**config.mk**
```make
export PLATFORM = sky130hd
export DESIGN_NAME = link_irq_regs
export DESIGN_NICKNAME = d
export VERILOG_FILES = /design/src/rtl/link_irq_regs.sv
export SDC_FILE = /design/constraint.sdc
export NUM_CORES = 1
export LEC_CHECK = 0
export BUFFER_PORTS_ARGS = -buffer_cell sky130_fd_sc_hd__buf_2
export CORE_UTILIZATION = 35
export DETAILED_ROUTE_END_ITERATION = 8
export PLACE_DENSITY = 0.68
export SLEW_MARGIN = 20
export SYNTH_ARGS = -nofsm -noshare
export SYNTH_HDL_FRONTEND = slang
export SYNTH_SLANG_ARGS = --single-unit
```
**constraint.sdc**
```tcl
create_clock -name clk -period 0.8 [get_ports clk]
set_clock_uncertainty 0.05 [all_clocks]
set_input_delay 0.04 -clock clk [delete_from_list [all_inputs] [get_ports clk]]
set_output_delay 0.04 -clock clk [all_outputs]
set_load 0.005 [all_outputs]
```
**src/rtl/link_irq_regs.sv**
```systemverilog
module link_irq_regs #(
  parameter int          AW        = 5,
  parameter logic [AW-1:0] STAT_ADDR = 5'h0C,
  parameter logic [AW-1:0] EN_ADDR   = 5'h0D
) (
  input  logic          clk,
  input  logic          rst_n,
  input  logic [AW-1:0] addr,
  input  logic          wr_en,
  input  logic [7:0]    wdata,
  output logic [7:0]    rdata,
  input  logic          ev_tx_done,
  input  logic          tx_slot_irq,
  input  logic          ev_rx_done,
  input  logic          ev_tx_under,
  input  logic          ev_rx_over,
  input  logic          ev_gap,
  output logic          irq
);
  localparam int NSRC = 5;
  localparam int LOW  = 8 - NSRC;

  logic [NSRC-1:0] stat_q, en_q, set_v, clr_v;
  logic            hit_stat, hit_en;

  assign hit_stat = (addr == STAT_ADDR);
  assign hit_en   = (addr == EN_ADDR);

  assign set_v = {ev_tx_done & tx_slot_irq, ev_rx_done, ev_tx_under, ev_rx_over, ev_gap};
  assign clr_v = (wr_en && hit_stat) ? wdata[7:LOW] : '0;

  always_ff @(posedge clk or negedge rst_n) begin
    if (!rst_n) begin
      stat_q <= '0;
      en_q   <= '0;
    end else begin
      stat_q <= (stat_q & ~clr_v) | set_v;
      if (wr_en && hit_en) en_q <= wdata[7:LOW];
    end
  end

  always_comb begin
    rdata = 8'h00;
    if (hit_stat)    rdata = {stat_q, {LOW{1'b1}}};
    else if (hit_en) rdata = {en_q, {LOW{1'b1}}};
  end

  assign irq = |(stat_q & en_q);
endmodule


```
# Word level (Yosys, flattened, before mapping)
# Cells that the tools add are included.
[totals]
regBits = 10
input_bits = 22
output_inout_bits = 9
[op_classes]
bitwise = 5
reduce_logical = 3
eq_ne = 2
n_mux = 3
[ops]
columns = ["cell", "count"]
rows = [
  ["$mux W8", 2],
  ["$and A5 B5 Y5", 2],
  ["$eq A5 B4 Y1 const B", 2],
  ["$mux W5", 1],
  ["$not A5 Y5", 1],
  ["$or A5 B5 Y5", 1],
  ["$reduce_or A5 Y1", 1],
  ["$logic_and A1 B1 Y1", 2],
  ["$and A1 B1 Y1", 1],
]

# Depth between registers and ports, before layout
# Gate-level depths: netlist of run 1.
[depth]
word_depth = 6
mapped_depth = 4

# Least setup slack after synthesis of run 1
# No wires, ideal clock.
[synth_path]
path_kind = "input port to flip-flop"
from = "input port addr[4]"
to = "register en_q[0]"
arrival_time_ns = 0.861
path_buffers = 1
cell_stages = 4
required_time_ns = 0.625
setup_time_ns = 0.125
setup_slack_ns = -0.236
path_cell_list = "and3b_1 and4b_1 buf_6 mux2_4"
[synth_via]
elab_chain_len = 2
[synth_lines]
columns = ["element", "line_no", "rtl"]
rows = [
  ["start: declaration", "8", "input logic [AW-1:0] addr,"],
  ["$eq A5 B4 Y1", "27", "assign hit_en = (addr == EN_ADDR);"],
  ["$logic_and A1 B1 Y1", "38", "if (wr_en && hit_en) en_q <= wdata[7:LOW];"],
  ["end signal: assignment", "38", ""],
  ["end: declaration", "23", "logic [NSRC-1:0] stat_q, en_q, set_v, clr_v;"],
]
# Every way passes these cells.
# A chain may end at the register's enable or synchronous reset.

# Worst setup path after layout of run 1
[layout_path]
from = "register stat_q[3]"
to = "output port irq"
[layout_via]
elab_chain_len = 2
[layout_lines]
columns = ["element", "line_no", "rtl"]
rows = [
  ["start: declaration", "23", ""],
  ["start signal: assignment", "37", "stat_q <= (stat_q & ~clr_v) | set_v;"],
  ["$and A5 B5 Y5", "48", "assign irq = |(stat_q & en_q);"],
  ["$reduce_or A5 Y1", "48", ""],
  ["end: declaration", "18", "output logic irq"],
]
# Every way passes these cells.

==> impl_metrics.env, run 1 <==
export IMPL_hp_class="primary input to flip-flop"
export IMPL_hold_violations=1
export IMPL_diodes=0
export IMPL_gp_congestion=0.712
export IMPL_stdcell_area_um2=1020
export IMPL_critPathLaunchType="flip-flop"
export IMPL_die_x_um=42.2
export IMPL_htreeDepth=1
export IMPL_finalSetupViolCount=19
export IMPL_core_um2=1510
export IMPL_dieArea_um2=1780
export IMPL_cts_tree="yes"
export IMPL_status="complete, but fails checks"
export IMPL_grt_pass1_wl_um=2420
export IMPL_placed_area_um2=751
export IMPL_io_pins=31
export IMPL_reg2reg_depth=3
export IMPL_via_count=582
export IMPL_avgSynthCellArea_um2=10.7
export IMPL_drt_iter0_drc=9
export IMPL_synth_cell_types=17
export IMPL_worstSetupEndpointType="output port"
export IMPL_drc=0
export IMPL_ctsHoldBuffers=11
export IMPL_drive_gt1_share_pct=57.1
export IMPL_root_buffer="clkbuf_4"
export IMPL_critPathRequiredTime_ns=0.71
export IMPL_hpwl_um=958
export IMPL_whs_path_depth=2
export IMPL_yosysWarnings=0
export IMPL_grt_overflow_total=0
export IMPL_final_common_cell="buf_2"
export IMPL_synth_seq_cells=10
export IMPL_mostFrequentLayoutCells="25 x buf_2, 13 x buf_6, 11 x dlygate4sd3_1"
export IMPL_via_per_inst=4.81
export IMPL_die_h_um=42.2
export IMPL_post_drt_wl_per_cell_um=13.2
export IMPL_crit_arrival_ns=1.20
export IMPL_final_nets=129
export IMPL_max_slew_margin_pct=82.7
export IMPL_clkLatencyLatePin_ns=0.27
export IMPL_worst_slack_ns=-0.486
export IMPL_grt_antenna_before_repair=0
export IMPL_clock_path_buffers=2
export IMPL_ys_seq_area_share_pct=44.2
export IMPL_synth_area_um2=566
export IMPL_fin_cells=121
export IMPL_dr_pass1_iters=4
export IMPL_path_class="flip-flop to output port"
export IMPL_path_clk_slew_ns=0.07
export IMPL_period_needed_ns=1.29
export IMPL_portBuffers=27
export IMPL_syn_inst=53
export IMPL_max_slew_worst_pin_slew_ns=0.259
export IMPL_grt_start_max_net_pins=11
export IMPL_clkSinkCount=10
export IMPL_routed_wl_um=1590
export IMPL_crit_fanout=2
export IMPL_grt_usage_pct=18.6
export IMPL_failed_checks="hold timing, setup timing"
export IMPL_hold_ws_ns=-0.0202
export IMPL_rows=14
export IMPL_layout_worst_path_cycle_share_pct=161
export IMPL_ir_worst_vdd_uv=788
export IMPL_ant_nets=0
export IMPL_area_delta_synth_final_pct=80.8
export IMPL_drv_cap=0
export IMPL_static_leakage_power_nw=0.534
export IMPL_syn_nets=75
export IMPL_rsz0062_at_grt="yes"
export IMPL_dp_cells=101
export IMPL_max_freq_mhz=778
export IMPL_numCtsBuffers=3
export IMPL_initial_core_util_pct=37.5
export IMPL_slew_viol_final=0
export IMPL_power_density_nw_per_um2=1370
export IMPL_grt_pass1_vias=535
## path summary, 6_finish.rpt
kind / start / end / slack, ns
max: stat_q[3] / irq / -0.49
min: wdata[7] / en_q[4] / -0.02
max reg2reg: en_q[1] / en_q[1] / -0.25
min reg2reg: en_q[2] / en_q[2] / 0.49
max in group asynchronous: rst_n / stat_q[2] / 0.40
min in group asynchronous: rst_n / stat_q[4] / 0.11
## cells by family after synthesis
| family | synth area share [%] |
|---|---|
| compound gates | 9.96 |
| simple gates | 13.1 |
| mux | 22.1 |
| buf+inv | 10.6 |
| flops | 44.2 |
## critical path, cell delays in order (launching register included)
cell and delay (ns):
dfrtp_1 0.39, a222oi_1 0.33, nand2_1 0.08, buf_2 0.13
## cell type report
class                   count  area, um^2
multi-input cells          33         295
clock buffers               3        22.5
repair buffers             53         412
fillers                   130         484
well taps                  16        20.0
flip-flops and latches     10         250
inverters                   6        22.5
## layer usage
layer | vias up | routed length (um) | track usage [%]
met5 | - | 0 | 0
li1 | 287 | - | -
met4 | 0 | 53 | 13.1
met1 | 270 | 653 | 24.0
met2 | 20 | 844 | 29.2
met3 | 5 | 43 | 1.29
## synth_stat cells (all sizes together)
cell / number / area, um^2
dfrtp: 10 / 250
nor2: 10 / 37.5
inv: 6 / 22.5
mux2: 5 / 75.1
mux2i: 5 / 50.1
a31oi: 4 / 25.0
buf: 4 / 37.5
a222oi: 1 / 10.0
a22oi: 1 / 7.51
a2bb2oi: 1 / 8.76
and3: 1 / 7.51
and3b: 1 / 8.76
and4b: 1 / 10.0
nand2: 1 / 3.75
nand2b: 1 / 6.26
o21ai: 1 / 5.00
## metrics by stage
step	setup slack (ns)	TNS, ns	util [%]	power (mW)
2_1_floorplan	-0.231	-1.22	-	0.759
3_3_place_gp	-0.376	-3.14	49.8	0.888
3_5_place_dp	-0.386	-3.40	49.8	0.896
4_1_cts	-0.486	-3.09	63.0	1.33
5_1_grt	-0.623	-4.15	67.9	1.48
6_report	-0.486	-3.25	67.9	1.40
## sequential cells by signal (all words and copies together), names as in the netlist
register	cells
stat_q	5
en_q	5
## report_power, final
part / total, mW / internal, mW / switching, mW
combinational: 0.440 / 0.304 / 0.136
clock: 0.358 / 0.174 / 0.183
sequential: 0.599 / 0.557 / 0.0421
## repair_timing
action	CTS	global route
endpoints found under the hold margin	20	1
pin swaps	5	7
buffers inserted	4	7
setup endpoints to repair	19	16
gates resized for setup	11	17
(Power assumes the default switching activity.)
==> run 2: changes to the inputs <==
--- a/config.mk
+++ b/config.mk
@@ -9,6 +9,7 @@
 export CORE_UTILIZATION = 35
 export DETAILED_ROUTE_END_ITERATION = 8
 export PLACE_DENSITY = 0.68
+export SKIP_CTS_REPAIR_TIMING = 1
 export SLEW_MARGIN = 20
 export SYNTH_ARGS = -nofsm -noshare
 export SYNTH_HDL_FRONTEND = slang
==> run 2 against run 1 <==
Compared with the run above:
- hold slack improved by 0.0077 ns
- sequential power about the same
- first-iteration DRC count increased by 33%
- combinational power decreased by 17%
- wire length decreased by 12%
- non-clock buffer count decreased by 6
- via count decreased by 4.1%
- sequential share of layout area increased by 1.9 points
- critical endpoint unchanged
- global-route usage decreased by 2.2 points
- critical path depth unchanged
- clock-buffer cell count unchanged
- the flow still finishes with violations (hold timing, setup timing)
==> impl_metrics.env, run 2 (synthesis gave the netlist of run 1 again) <==
export IMPL_status="complete, but fails checks"
export IMPL_failed_checks="hold timing, setup timing"
export IMPL_crit_arrival_ns=1.19
export IMPL_mostFrequentLayoutCells="26 x buf_2, 10 x dfrtp_1, 8 x dlygate4sd3_1, 8 x buf_6, 6 x nor2_1"
export IMPL_via_count=558
export IMPL_routed_wl_um=1410
export IMPL_critPathLaunchType="flip-flop"
export IMPL_gp_congestion=0.712
export IMPL_fillers=134
export IMPL_ant_nets=0
export IMPL_grt_start_max_net_pins=11
export IMPL_rows=14
export IMPL_rrSetupSlack_ns=-0.15
export IMPL_portBuffers=27
export IMPL_core_um2=1510
export IMPL_drv_cap=0
export IMPL_grt_overflow_total=0
export IMPL_grt_antenna_before_repair=0
export IMPL_root_buffer="clkbuf_4"
export IMPL_cp_slowest_stage_delay_ns=0.39
export IMPL_hold_ws_ns=-0.0125
export IMPL_area_delta_synth_final_pct=67.7
export IMPL_cpLargestDelayFamily="flip-flops"
export IMPL_io_pins=31
export IMPL_path_cells="a222oi_1 > nand2_1 > buf_2"
export IMPL_ir_worst_vdd_uv=771
export IMPL_layout_worst_path_cycle_share_pct=160
export IMPL_hp_class="primary input to flip-flop"
export IMPL_grt_usage_pct=16.4
export IMPL_drive_gt1_share_pct=56.6
export IMPL_worstSetupEndpointType="output port"
export IMPL_power_density_nw_per_um2=1380
export IMPL_crit_fanout=2
export IMPL_path_buf_inv=1
export IMPL_max_slew_margin_pct=82.8
export IMPL_clock_path_buffers=2
export IMPL_hpwl_um=958
export IMPL_final_setup_tns_ns=-2.99
export IMPL_htreeDepth=1
export IMPL_drt_iter0_drc=12
export IMPL_critPathRequiredTime_ns=0.71
export IMPL_reg_top3="en_q (5), stat_q (5)"
export IMPL_dr_pass1_iters=4
export IMPL_die_x_um=42.2
export IMPL_numCtsBuffers=3
export IMPL_finish_utilization_pct=63.0
export IMPL_static_leakage_power_nw=0.504
export IMPL_hold_violations=4
export IMPL_clkSinkCount=10
export IMPL_final_nets=123
export IMPL_dieArea_um2=1780
export IMPL_finalSetupViolCount=16
export IMPL_worst_slack_ns=-0.478
export IMPL_cpMaxStageDelayCell="dfrtp_1"
export IMPL_post_drt_wl_per_cell_um=12.3
export IMPL_rsz0062_at_grt="yes"
export IMPL_initial_core_util_pct=37.5
export IMPL_final_common_cell="buf_2"
export IMPL_path_clk_slew_ns=0.07
export IMPL_slew_viol_final=0
export IMPL_cts_tree="yes"
export IMPL_path_class="flip-flop to output port"
export IMPL_via_per_inst=4.85
export IMPL_period_needed_ns=1.28
export IMPL_max_freq_mhz=783
export IMPL_clkLatencyLatePin_ns=0.26
export IMPL_diodes=0
export IMPL_grt_pass1_wl_um=2140
export IMPL_die_h_um=42.2
export IMPL_max_slew_worst_pin_slew_ns=0.258
export IMPL_drc=0
export IMPL_grt_pass1_vias=484
==> run 2: cell type report <==
type | count | area [um^2] | share of cell area [%]
Tap cell | 16 | 20.0 | 2.11
Timing Repair Buffer | 47 | 338 | 35.6
Inverter | 6 | 22.5 | 2.37
Sequential cell | 10 | 250 | 26.4
Clock buffer | 3 | 22.5 | 2.37
Multi-Input combinational cell | 33 | 295 | 31.1
==> run 2: path summary, 6_finish.rpt <==
| path | startpoint | endpoint | cells past startpoint |
|---|---|---|---|
| setup / recovery | stat_q[3] | irq | 3 |
| hold / removal | wdata[7] | en_q[4] | 2 |
| setup reg to reg | en_q[1] | en_q[1] | 2 |
| hold reg to reg | en_q[2] | en_q[2] | 1 |
| max in group asynchronous | rst_n | stat_q[3] | 2 |
| min in group asynchronous | rst_n | en_q[1] | 2 |
==> run 2: routing by layer <==
metal  vias to the layer above  wire length, um  GRT usage [%]
met5                         -                0              0
met4                         0               20           13.1
met3                         2               50           1.29
met2                        17              715           24.3
met1                       263              622           21.9
li1                        276                -              -
==> run 2: stage by stage <==
stage          hold WS (ns)  total power, mW  worst slack [ns]  instances  area (um^2)
2_1_floorplan        -0.306            0.759            -0.231         53          566
3_3_place_gp         -0.140            0.888            -0.376        101          751
3_5_place_dp         -0.134            0.896            -0.386        101          751
4_1_cts              -0.419             1.24            -0.486        104          773
5_1_grt             -0.0200             1.39            -0.622        115          948
6_report            -0.0125             1.31            -0.478        115          948
==> run 2: report_power, final <==
part	leakage (nW)	switching, mW	internal, mW	total (mW)
clock	0.0138	0.175	0.174	0.349
combinational	0.382	0.120	0.247	0.366
sequential	0.108	0.0403	0.557	0.597
total	0.504	0.335	0.978	1.31
==> run 3: changes to the inputs <==
--- a/config.mk
+++ b/config.mk
@@ -9,6 +9,7 @@
 export CORE_UTILIZATION = 35
 export DETAILED_ROUTE_END_ITERATION = 8
 export PLACE_DENSITY = 0.68
+export RECOVER_POWER = 25
 export SKIP_CTS_REPAIR_TIMING = 1
 export SLEW_MARGIN = 20
 export SYNTH_ARGS = -nofsm -noshare
==> run 3 against run 2 <==
Compared with the run above:
- the flow still finishes with violations (hold timing, setup timing)
- wire length unchanged
- clock power about the same
- setup slack about the same
- combinational power barely moved
- critical path depth is the same
- power barely moved
- first-iteration DRC count rose by 8.3%
- largest cell class unchanged
==> impl_metrics.env, run 3 (synthesis gave the netlist of run 1 again) <==
export IMPL_critPathLaunchType="flip-flop"
export IMPL_hold_ws_ns=-0.0120
export IMPL_max_freq_mhz=783
export IMPL_clkLatencyLatePin_ns=0.26
export IMPL_grt_usage_pct=16.4
export IMPL_portBuffers=27
export IMPL_finish_utilization_pct=62.9
export IMPL_rows=14
export IMPL_rrSetupSlack_ns=-0.15
export IMPL_worstSetupStartpoint="stat_q[3]"
export IMPL_drc=0
export IMPL_r2r_start="en_q[1]"
export IMPL_grt_antenna_before_repair=0
export IMPL_drv_cap=0
export IMPL_power_density_nw_per_um2=1380
export IMPL_rsz0062_at_grt="yes"
export IMPL_gp_congestion=0.712
export IMPL_crit_arrival_ns=1.19
export IMPL_slew_viol_final=0
export IMPL_clkSinkCount=10
export IMPL_root_buffer="clkbuf_4"
export IMPL_numCtsBuffers=3
export IMPL_max_slew_worst_pin_slew_ns=0.560
export IMPL_area_delta_synth_final_pct=67.5
export IMPL_failed_checks="hold timing, setup timing"
export IMPL_final_nets=123
export IMPL_grt_overflow_total=0
export IMPL_finalSetupViolCount=16
export IMPL_grt_pass1_vias=484
export IMPL_grt_start_max_net_pins=11
export IMPL_worst_slack_ns=-0.478
export IMPL_dr_pass1_iters=4
export IMPL_dieArea_um2=1780
export IMPL_layout_worst_path_cycle_share_pct=160
export IMPL_drive_gt1_share_pct=55.6
export IMPL_ir_worst_vdd_uv=770
export IMPL_clock_path_buffers=2
export IMPL_reg2reg_depth=2
export IMPL_path_class="flip-flop to output port"
export IMPL_final_setup_tns_ns=-2.99
export IMPL_hpwl_um=958
export IMPL_critPathRequiredTime_ns=0.71
export IMPL_cts_tree="yes"
export IMPL_reg_top3="en_q (5), stat_q (5)"
export IMPL_diodes=0
export IMPL_drt_iter0_drc=13
export IMPL_final_common_cell="buf_2"
export IMPL_grt_pass1_wl_um=2140
export IMPL_pre_cts_slack_ns=-0.386
export IMPL_ant_nets=0
export IMPL_worstSetupEndpointType="output port"
export IMPL_initial_core_util_pct=37.5
export IMPL_hold_violations=4
export IMPL_period_needed_ns=1.28
export IMPL_crit_fanout=2
export IMPL_static_leakage_power_nw=0.501
export IMPL_path_clk_slew_ns=0.07
export IMPL_post_drt_wl_per_cell_um=12.3
export IMPL_mostFrequentLayoutCells="25 x buf_2, 10 x dfrtp_1, 8 x dlygate4sd3_1, 8 x buf_6, 6 x nor2_1"
export IMPL_worstReg2RegEnd="en_q[1]"
export IMPL_via_per_inst=4.84
export IMPL_io_pins=31
export IMPL_endpoint="irq"
export IMPL_fin_cells=115
export IMPL_die_x_um=42.2
export IMPL_via_count=557
export IMPL_dp_cells=101
export IMPL_routed_wl_um=1410
export IMPL_core_um2=1510
export IMPL_status="complete, but fails checks"
export IMPL_hp_class="primary input to flip-flop"
export IMPL_htreeDepth=1
export IMPL_max_slew_margin_pct=62.6
export IMPL_die_h_um=42.2
[run 3: cell count changes in the layout (fill, tap and decap cells not counted)]
cell      before  now
buf_2         26   25
clkbuf_1       0    1
[run 3: layout make-up]
type / count / area (um^2)
Fill cell: 134 / 559
Sequential cell: 10 / 250
Multi-Input combinational cell: 33 / 295
Tap cell: 16 / 20.0
Clock buffer: 3 / 22.5
Timing Repair Buffer: 47 / 337
Inverter: 6 / 22.5
[run 3: worst min-delay path by stage]
| stage | endpoint | cells after the start | start |
|---|---|---|---|
| 6_report | en_q[4] | 2 | wdata[7] |
| 5_1_grt | en_q[4] | 2 | wdata[7] |
| 4_1_cts | stat_q[3] | 1 | rst_n |
| 3_5_place_dp | stat_q[3] | 1 | rst_n |
| 3_3_place_gp | stat_q[4] | 1 | rst_n |
| 2_1_floorplan | en_q[0] | 0 | rst_n |
[run 3: metal layers]
| layer | vias up | part of all wire [%] | track usage [%] |
|---|---|---|---|
| met3 | 2 | 3.5 | 1.29 |
| met1 | 261 | 44 | 21.9 |
| met2 | 17 | 51 | 24.3 |
| li1 | 277 | - | - |
| met5 | - | 0 | 0 |
| met4 | 0 | 1.4 | 13.1 |
[run 3: stage by stage]
stage	power [mW]	cell area (um^2)	hold WS, ns
floorplan	0.759	566	-0.306
global placement	0.888	751	-0.140
detailed placement	0.896	751	-0.134
CTS	1.24	773	-0.419
global route	1.39	947	-0.0200
finish	1.31	947	-0.0120
[run 3: critical path: stages, from the launching register on]
cell and delay [ns]:
dfrtp_1 0.39, a222oi_1 0.33, nand2_1 0.09, buf_2 0.13
[run 3: power by group]
group / internal, mW / leakage, nW / switching, mW
sequential: 0.557 / 0.108 / 0.0403
combinational: 0.246 / 0.379 / 0.120
clock: 0.174 / 0.0138 / 0.175
